**src/rtl/frac_mac_pkg.sv**
```systemverilog
package frac_mac_pkg;
    typedef enum logic [1:0] {
        MAC_LOAD = 2'b00,
        MAC_ADD  = 2'b01,
        MAC_SUB  = 2'b10,
        MAC_HOLD = 2'b11
    } mac_op_e;

    typedef enum logic {
        OVF_CLEAR = 1'b0,
        OVF_SET   = 1'b1
    } ovf_state_e;
endpackage

```
**src/rtl/fmac_mult.sv**
```systemverilog
module fmac_mult #(
    parameter int OPW   = 16,
    localparam int PRODW = 2 * OPW + 2
) (
    input  logic [OPW-1:0]          a,
    input  logic [OPW-1:0]          b,
    input  logic                    a_sgn,
    input  logic                    b_sgn,
    output logic signed [PRODW-1:0] prod
);
    // One extra top bit per operand lets a single signed multiplier
    // handle unsigned inputs as well.
    logic signed [OPW:0] a_x;
    logic signed [OPW:0] b_x;

    always_comb begin
        a_x  = {a_sgn & a[OPW-1], a};
        b_x  = {b_sgn & b[OPW-1], b};
        prod = PRODW'(a_x) * PRODW'(b_x);
    end
endmodule

```
**src/rtl/fmac_accum.sv**
```systemverilog
module fmac_accum
    import frac_mac_pkg::*;
#(
    parameter int ACCW  = 40,
    parameter int PRODW = 34,
    parameter int RESW  = 32
) (
    input  logic                   clk,
    input  logic                   rst_n,
    input  logic                   clr,
    input  logic                   in_valid,
    input  mac_op_e                op,
    input  logic signed [PRODW-1:0] prod,
    output logic [ACCW-1:0]        acc,
    output logic                   ovf
);
    localparam int HIW = ACCW - RESW + 1;

    logic [ACCW-1:0] prod_x;
    logic [ACCW-1:0] acc_q;
    logic [ACCW-1:0] acc_nxt;
    logic [HIW-1:0]  hi_nxt;
    logic            oor_nxt;
    ovf_state_e      state_q;
    ovf_state_e      state_nxt;

    assign prod_x = {{(ACCW-PRODW){prod[PRODW-1]}}, prod};

    // Next accumulator value; the add and subtract wrap in ACCW bits.
    always_comb begin
        acc_nxt = acc_q;
        if (clr) begin
            acc_nxt = '0;
        end else if (in_valid) begin
            unique case (op)
                MAC_LOAD: acc_nxt = prod_x;
                MAC_ADD:  acc_nxt = acc_q + prod_x;
                MAC_SUB:  acc_nxt = acc_q - prod_x;
                MAC_HOLD: acc_nxt = acc_q;
            endcase
        end
        hi_nxt  = acc_nxt[ACCW-1:RESW-1];
        oor_nxt = !((&hi_nxt) || !(|hi_nxt));
    end

    always_ff @(posedge clk or negedge rst_n) begin
        if (!rst_n) acc_q <= '0;
        else        acc_q <= acc_nxt;
    end

    // Overflow flag state machine: state register.
    always_ff @(posedge clk or negedge rst_n) begin
        if (!rst_n) state_q <= OVF_CLEAR;
        else        state_q <= state_nxt;
    end

    // Transitions: OVF_CLEAR -> OVF_SET on an out-of-range update,
    // OVF_SET -> OVF_CLEAR on clr.
    always_comb begin
        state_nxt = state_q;
        unique case (state_q)
            OVF_CLEAR: if (!clr && oor_nxt) state_nxt = OVF_SET;
            OVF_SET:   if (clr)             state_nxt = OVF_CLEAR;
        endcase
    end

    // Outputs.
    always_comb begin
        acc = acc_q;
        ovf = (state_q == OVF_SET);
    end

    a_r4_clear: assert property (@(posedge clk) disable iff (!rst_n)
        clr |=> (acc_q == '0) && !ovf);

    a_r3_hold: assert property (@(posedge clk) disable iff (!rst_n)
        (!clr && (!in_valid || op == MAC_HOLD)) |=> $stable(acc_q));

    a_r2_load: assert property (@(posedge clk) disable iff (!rst_n)
        (!clr && in_valid && op == MAC_LOAD) |=> acc_q == $past(prod_x));

    a_r6_sticky: assert property (@(posedge clk) disable iff (!rst_n)
        (ovf && !clr) |=> ovf);

    a_r6_flag_cover: assert property (@(posedge clk) disable iff (!rst_n)
        !ovf |-> ((&acc_q[ACCW-1:RESW-1]) || !(|acc_q[ACCW-1:RESW-1])));
endmodule

```
**src/rtl/fmac_extract.sv**
```systemverilog
module fmac_extract #(
    parameter int ACCW = 40,
    parameter int RESW = 32,
    parameter int OUTW = 16
) (
    input  logic            clk,
    input  logic            rst_n,
    input  logic [ACCW-1:0] acc,
    input  logic            rnd_en,
    input  logic            sat_en,
    output logic [RESW-1:0] ext32,
    output logic [OUTW-1:0] ext16
);
    localparam int FRACW = RESW - OUTW;
    localparam logic [RESW-1:0] MAX_R = {1'b0, {(RESW-1){1'b1}}};
    localparam logic [RESW-1:0] MIN_R = {1'b1, {(RESW-1){1'b0}}};
    localparam logic [OUTW-1:0] MAX_O = {1'b0, {(OUTW-1){1'b1}}};
    localparam logic [OUTW-1:0] MIN_O = {1'b1, {(OUTW-1){1'b0}}};
    localparam logic [ACCW:0]   HALF  = {{(ACCW-FRACW+1){1'b0}}, 1'b1, {(FRACW-1){1'b0}}};

    logic [ACCW:0] rnd_sum;
    logic          oor_acc;
    logic          oor_rnd;

    // One extra bit keeps the rounding carry from wrapping the sign.
    always_comb begin
        rnd_sum = {acc[ACCW-1], acc} + (rnd_en ? HALF : '0);
        oor_acc = !((&acc[ACCW-1:RESW-1]) || !(|acc[ACCW-1:RESW-1]));
        oor_rnd = !((&rnd_sum[ACCW:RESW-1]) || !(|rnd_sum[ACCW:RESW-1]));

        if (sat_en && oor_acc) ext32 = acc[ACCW-1] ? MIN_R : MAX_R;
        else                   ext32 = acc[RESW-1:0];

        if (sat_en && oor_rnd) ext16 = rnd_sum[ACCW] ? MIN_O : MAX_O;
        else                   ext16 = rnd_sum[RESW-1:FRACW];
    end

    a_r7_sat_sign: assert property (@(posedge clk) disable iff (!rst_n)
        sat_en |-> ext32[RESW-1] == acc[ACCW-1]);

    a_r9_sat_sign: assert property (@(posedge clk) disable iff (!rst_n)
        sat_en |-> ext16[OUTW-1] == rnd_sum[ACCW]);
endmodule

```
**src/rtl/frac_mac.sv**
```systemverilog
module frac_mac
    import frac_mac_pkg::*;
#(
    parameter int OPW  = 16,
    parameter int GRDW = 8,
    parameter int RESW = 2 * OPW,
    localparam int ACCW  = RESW + GRDW,
    localparam int PRODW = 2 * OPW + 2
) (
    input  logic            clk,
    input  logic            rst_n,
    input  logic            in_valid,
    input  logic            clr,
    input  logic [1:0]      op,
    input  logic            a_sgn,
    input  logic            b_sgn,
    input  logic [OPW-1:0]  a,
    input  logic [OPW-1:0]  b,
    input  logic            rnd_en,
    input  logic            sat_en,
    output logic [ACCW-1:0] acc,
    output logic [RESW-1:0] ext32,
    output logic [OPW-1:0]  ext16,
    output logic            ovf
);
    logic signed [PRODW-1:0] prod;
    mac_op_e                 op_e;

    assign op_e = mac_op_e'(op);

    fmac_mult #(.OPW(OPW)) u_mult (
        .a     (a),
        .b     (b),
        .a_sgn (a_sgn),
        .b_sgn (b_sgn),
        .prod  (prod)
    );

    fmac_accum #(.ACCW(ACCW), .PRODW(PRODW), .RESW(RESW)) u_accum (
        .clk      (clk),
        .rst_n    (rst_n),
        .clr      (clr),
        .in_valid (in_valid),
        .op       (op_e),
        .prod     (prod),
        .acc      (acc),
        .ovf      (ovf)
    );

    fmac_extract #(.ACCW(ACCW), .RESW(RESW), .OUTW(OPW)) u_extract (
        .clk    (clk),
        .rst_n  (rst_n),
        .acc    (acc),
        .rnd_en (rnd_en),
        .sat_en (sat_en),
        .ext32  (ext32),
        .ext16  (ext16)
    );
endmodule

```
**config.mk**
```make
export PLATFORM = sky130hd
export DESIGN_NAME = frac_mac
export DESIGN_NICKNAME = d
export VERILOG_FILES = /design/src/rtl/frac_mac_pkg.sv /design/src/rtl/fmac_mult.sv /design/src/rtl/fmac_accum.sv /design/src/rtl/fmac_extract.sv /design/src/rtl/frac_mac.sv
export SDC_FILE = /design/constraint.sdc
export NUM_CORES = 1
export LEC_CHECK = 0
export ABC_AREA = 1
export BUFFER_PORTS_ARGS = -buffer_cell sky130_fd_sc_hd__buf_2
export CORE_MARGIN = 8
export CORE_UTILIZATION = 51
export DETAILED_ROUTE_END_ITERATION = 8
export PLACE_DENSITY = 0.69
export SLEW_MARGIN = 20
export SYNTH_ARGS = -nofsm -noshare
export SYNTH_HDL_FRONTEND = slang
export SYNTH_SLANG_ARGS = --single-unit
export TNS_END_PERCENT = 100
```
**constraint.sdc**
```tcl
create_clock -name clk -period 2.9 [get_ports clk]
set_input_delay 0.145 -clock clk [delete_from_list [all_inputs] [get_ports clk]]
set_output_delay 0.145 -clock clk [all_outputs]
set_load 0.05 [all_outputs]
```
Word level (Yosys, flattened, before mapping)
Cells that the tools add are included.

word-level totals
  register bits after elaboration = 41
  word-level logic and storage cells = 47

operators by class
  add/sub/neg operators = 3
  multiply operators = 1
  equal/unequal tests = 4
  muxes and demuxes = 11
  bitwise operators = 3
  reduce and logical (&&, ||, !) cells = 22

operator list
  operator                                                          number
  40-bit one-hot mux with 4 select lines                            1
  40-bit two-way mux                                                2
  32-bit two-way mux                                                2
  16-bit two-way mux                                                3
  41-bit adder                                                      1
  40-bit adder                                                      1
  40-bit subtractor                                                 1
  17-bit by 17-bit multiplier with 34-bit output                    1
  9-bit AND reduction                                               2
  9-bit OR reduction                                                2
  10-bit AND reduction                                              1
  10-bit OR reduction                                               1
  1-bit logical NOT                                                 7
  2-bit == test (second input constant)                             2
  1-bit logical AND                                                 3
  1-bit logical OR                                                  3
  1-bit bitwise AND                                                 2
  2-bit by 1-bit == test with 1-bit output (second input constant)  1
  2-bit logical NOT                                                 1
  1-bit two-way mux                                                 2
  2-bit inequality test (second input constant)                     1
  1-bit one-hot mux with 2 select lines                             1
  2-bit AND reduction                                               1
  2-bit nonzero test                                                1
  1-bit NOT                                                         1

Depth between registers and ports, before layout
  word-level depth = 13
  depth in mapped cells = 59
  gate-level depth less buffers = 57

By module
Synthesis repeated with hierarchy kept, for this count alone.

unflattened totals
  cell total of the unflattened synthesis = 2932
  area, all modules = 19506.2 µm²

by module, submodules not included
  module        instances  cells an instance  area an instance (µm²)  sequential area each (µm²)
  fmac_mult     1          1587               11867.6                 0.0
  fmac_accum    1          1054               6218.5                  1026.0
  fmac_extract  1          291                1420.1                  0.0

Worst setup path before layout
No wires, ideal clock.

  path kind = input to register
  start point = in a[15]
  end point = reg u_accum.state_q (netlist: u_accum.ovf)
  setup time = 118 ps
  arrival = 7998 ps
  setup slack = -5216 ps
  stages on the path = 55
  path buffers = 3
  cell sequence = clkbuf_1 > nand2_1 > inv_1 > clkbuf_1 > nand2_1 > inv_1 > fa_1 > fa_1 > inv_1 > fa_1 > inv_1 > fa_1 > fa_1 > inv_1 > fa_1 > inv_1 > ha_1 > nand2_1 > [19 not listed] > clkbuf_1 > nand2_1 > nor2_1 > inv_1 > nor4_1 > nand4_1 > nand3_1 > o21ai_0 > nand2_1 > nand2_1 > nand2_1 > nand2_1 > nor2_1 > nand2_1 > nor2_1 > nand3_1 > nand3_1 > nand2_1

on the way
  longest elaborated chain between the ends = 13
  elaborated cells on any way between the ends = 15
  classes of those cells = add/sub: 2; mul: 1; mux: 5; bitwise: 1; reduce/logical: 6

ends and longest elaborated chain
  what                                               RTL line                            text
  start: declaration                                 frac_mac.sv:17                      input logic [OPW-1:0] a,
  1-bit bitwise AND                                  fmac_mult.sv:17                     a_x = {a_sgn & a[OPW-1], a};
  17-bit by 17-bit multiplier with 34-bit output *   fmac_mult.sv:19                     prod = PRODW'(a_x) * PRODW'(b_x);
  40-bit subtractor or 40-bit adder (tied branches)  fmac_accum.sv:38, fmac_accum.sv:37
  40-bit one-hot mux with 4 select lines *           fmac_accum.sv:35                    unique case (op)
  40-bit two-way mux *                               fmac_accum.sv:34                    end else if (in_valid) begin
  40-bit two-way mux *                               fmac_accum.sv:32                    if (clr) begin
  9-bit OR reduction                                 fmac_accum.sv:43                    oor_nxt = !((&hi_nxt) || !(|hi_nxt));
  1-bit logical NOT                                  fmac_accum.sv:43
  1-bit logical OR *                                 fmac_accum.sv:43
  1-bit logical NOT *                                fmac_accum.sv:43
  1-bit logical AND *                                fmac_accum.sv:62                    OVF_CLEAR: if (!clr && oor_nxt) state_nxt = OVF_SET;
  1-bit two-way mux *                                fmac_accum.sv:62
  1-bit one-hot mux with 2 select lines *            fmac_accum.sv:61                    unique case (state_q)
  via u_accum.state_nxt                              fmac_accum.sv:25                    ovf_state_e state_nxt;
  end signal: assignment                             fmac_accum.sv:54                    else state_q <= state_nxt;
  end: declaration                                   fmac_accum.sv:24                    ovf_state_e state_q;

The timed path passes the listed nets; every way through them passes the cells marked *. The select of a mux whose other input is x is not followed.
A chain may end at the register's enable or synchronous reset.

Worst setup path in the final report
  start point = in b[4]
  end point = reg u_accum.state_q (netlist: u_accum.ovf)

on the way
  longest elaborated chain between the ends = 12
  elaborated cells on any way between the ends = 14
  classes of those cells = add/sub: 2; mul: 1; mux: 5; reduce/logical: 6

ends and longest elaborated chain
  what                                               RTL line                            text
  start: declaration                                 frac_mac.sv:18                      input logic [OPW-1:0] b,
  17-bit by 17-bit multiplier with 34-bit output *   fmac_mult.sv:19
  40-bit subtractor or 40-bit adder (tied branches)  fmac_accum.sv:38, fmac_accum.sv:37
  40-bit one-hot mux with 4 select lines *           fmac_accum.sv:35
  40-bit two-way mux *                               fmac_accum.sv:34
  40-bit two-way mux *                               fmac_accum.sv:32
  9-bit OR reduction                                 fmac_accum.sv:43
  1-bit logical NOT                                  fmac_accum.sv:43
  1-bit logical OR *                                 fmac_accum.sv:43
  1-bit logical NOT *                                fmac_accum.sv:43
  1-bit logical AND *                                fmac_accum.sv:62
  1-bit two-way mux *                                fmac_accum.sv:62
  1-bit one-hot mux with 2 select lines *            fmac_accum.sv:61
  via u_accum.state_nxt                              fmac_accum.sv:25

Marked as above.

==> impl_metrics.env <==
export IMPL_outcome="finished with violations"
export IMPL_violations="negative setup slack"
export IMPL_r2r_end="u_accum.ovf"
export IMPL_rsz0062_at_grt="yes"
export IMPL_layout_drive_gt1_share_pct=38.7
export IMPL_r2r_slack_ns=-0.22
export IMPL_synthTopCellsByCount="732 x nand2_1, 706 x inv_1, 297 x fa_1"
export IMPL_clockBufferDepth=2
export IMPL_grt_pass1_vias=20943
export IMPL_ys_types=46
export IMPL_drtIter0Drc=1246
export IMPL_viasPerCell=5.16
export IMPL_ys_async_sr_fraction_pct=100
export IMPL_clk_pin_slew_ns=0.06
export IMPL_cts_tree="built"
export IMPL_finalHoldWorstSlack_ns=0.264
export IMPL_ys_seq_elements=41
export IMPL_r2r_cells=19
export IMPL_drv_slew=0
export IMPL_vias=19781
export IMPL_grt_pass1_wl_mm=103
export IMPL_synth_top_area_share_pct=32.0
export IMPL_syn_area_per_cell_um2=6.73
export IMPL_slowest_delay_ns=0.56
export IMPL_numCtsBuffers=5
export IMPL_crit_end="u_accum.ovf"
export IMPL_wl_mm=64.7
export IMPL_antenna_cells=0
export IMPL_num_nets_final=3834
export IMPL_cp_arrival_ns=8.38
export IMPL_yosys_cell_count_top_type="nand2_1"
export IMPL_critPathKind="in2reg"
export IMPL_yosysTopAreaCell="fa_1"
export IMPL_grtUsageTotal_pct=30.3
export IMPL_setup_ws_ns=-5.29
export IMPL_io_buffers=130
export IMPL_setup_tns_ns=-152.82
export IMPL_fmax_mhz=122
export IMPL_setup_viol=54
export IMPL_slowest_stage="fa_1"
export IMPL_num_rows=70
export IMPL_skew_ns=0.00289
export IMPL_yosys_warnings=0
export IMPL_pre_cts_ws_ns=-5.89
export IMPL_worst_path_most_repeated_cell="nand2_1"
export IMPL_die_w_um=207
export IMPL_finalCritPeriodShare_pct=282
export IMPL_ys_flop_type="dfrtp_1"
export IMPL_max_cap_violations=0
export IMPL_grt_max_degree=42
export IMPL_syn_area_um2=18600
export IMPL_clk_latency_ns=0.30
export IMPL_ys_seq_area_share_pct=5.52
export IMPL_synth_area_leaders="fa_1 32%, nand2_1 15%, inv_1 14%"
export IMPL_required_ns=3.09
export IMPL_crit_fanout=13
export IMPL_synth_nets=3230
export IMPL_grt_antenna_before_repair=0
export IMPL_cp_end_kind="flop"
export IMPL_wl_per_cell_um=16.9
export IMPL_ctsRootBufferMaster="clkbuf_16"
export IMPL_h_tree_depth=2
export IMPL_period_needed_ns=8.19
export IMPL_synthToLayoutAreaGrowth_pct=49.3
export IMPL_ios=131
export IMPL_drc_errors=0
export IMPL_gp_congestion=0.946
export IMPL_hold_class="in2reg"
export IMPL_start_kind="primary input"
export IMPL_crit_start="b[4]"
export IMPL_dieArea_um2=42800
export IMPL_grt_overflow=0
export IMPL_clock_sinks=41
export IMPL_core_um2=36300
export IMPL_reg2reg_from="u_accum.acc[22]"
export IMPL_tightest_slew_ns=0.717
export IMPL_initial_core_util_pct=51.3
export IMPL_dpl_hpwl_mm=52.9
export IMPL_die_height_um=207
export IMPL_postSynthCellCount=2762
export IMPL_hold_violations=0
export IMPL_postRouteAntennaNets=0
export IMPL_firstDrtPassIters=5
export IMPL_maxSlewHeadroom_pct=52.2
export IMPL_synth_edff_count=0
-- worst max-delay path, delay by kind of cell --
family	cells	cell delay, ns
AOI/OAI and AO/OA	2	0.15
adders and majority gates	8	3.85
and+or+nand+nor	29	3.33
xor gates and xnor gates	1	0.08
buffers and inverters	10	0.79
-- placed cells by master, fill, tap and decap left out, types with 14 or more instances in the layout --
master | Yosys | final
a21oi_1 | 89 | 43
a21oi_2 | 0 | 28
a21oi_4 | 0 | 18
buf_12 | 0 | 19
buf_2 | 2 | 84
buf_4 | 0 | 485
buf_6 | 2 | 95
dfrtp_1 | 41 | 37
fa_1 | 297 | 284
ha_1 | 129 | 77
ha_4 | 0 | 47
inv_1 | 706 | 622
inv_2 | 1 | 79
nand2_1 | 732 | 558
nand2_2 | 2 | 109
nand2_4 | 0 | 56
nand3_1 | 74 | 47
nand3_2 | 7 | 27
nand4_1 | 24 | 24
nor2_1 | 204 | 130
nor2_2 | 7 | 42
nor2_4 | 2 | 41
o21ai_0 | 130 | 29
o21ai_1 | 3 | 78
o21ai_2 | 0 | 21
o22ai_1 | 18 | 14
xnor2_1 | 26 | 23
xor2_1 | 64 | 49
-- repair_timing --
| action | 4_1_cts | 5_1_grt |
|---|---|---|
| pin swaps | 162 | 190 |
| endpoints found under the setup margin | 54 | 76 |
| gates resized for setup | 385 | 300 |
| endpoints found under the hold margin | 0 | 41 |
| buffers inserted | 83 | 44 |
| hold buffers | 0 | 1 |
| gates cloned | 0 | 1 |
-- metrics by stage --
stage | std cells | area, um2 | util (%)
floorplan | 2762 | 20400 | -
global placement | 3722 | 24300 | 67.1
detailed placement | 3722 | 24300 | 67.1
CTS | 3801 | 26400 | 72.8
global route | 3835 | 27800 | 76.5
finish | 3835 | 27800 | 76.5
-- registers in the layout, summed over array words and instances, names as in the netlist --
signal	flops
u_accum.acc	40
u_accum.ovf	1
-- per-layer routing --
metal	up-vias	GRT usage, %	wire [um]
met2	599	52.6	32000
met4	0	6.89	1640
li1	9386	-	-
met1	9682	40.4	27500
met5	-	0	0
met3	114	3.34	3540
-- cells by family (layout without fill, tap and decap cells) --
family,after synthesis,after routing,share of synthesized area [%]
AO/OA/AOI/OAI,288,288,8.48
buffers and inverters,811,1416,16.5
AND/OR/NAND/NOR,1105,1105,24.5
adder cells (fa/ha/maj),426,426,40.7
XOR/XNOR,91,91,4.33
flip-flops,41,41,5.52
-- worst min path at each step --
stage / startpoint / endpoint / slack (ns) / depth (start not counted)
4_1_cts: rst_n / u_accum.acc[2] / 0.04 / 1
3_3_place_gp: rst_n / u_accum.acc[2] / 0.34 / 1
6_report: clr / u_accum.ovf / 0.26 / 4
3_5_place_dp: rst_n / u_accum.acc[2] / 0.37 / 1
5_1_grt: clr / u_accum.ovf / 0.29 / 4
2_1_floorplan: rst_n / u_accum.acc[0] / -0.15 / 0
-- cell type report --
| type | count | area [um2] |
|---|---|---|
| clock buffer | 7 | 153 |
| clock inverter | 1 | 5.00 |
| fill | 2679 | 8500 |
| inverter | 709 | 2680 |
| multi-input combinational | 1910 | 17600 |
| sequential | 41 | 1030 |
| tap | 468 | 586 |
| timing repair buffer | 699 | 5730 |
Power is left out: the tool's default activity adds up to more than one toggle a clock period on the data nets, which glitch-free logic cannot reach.
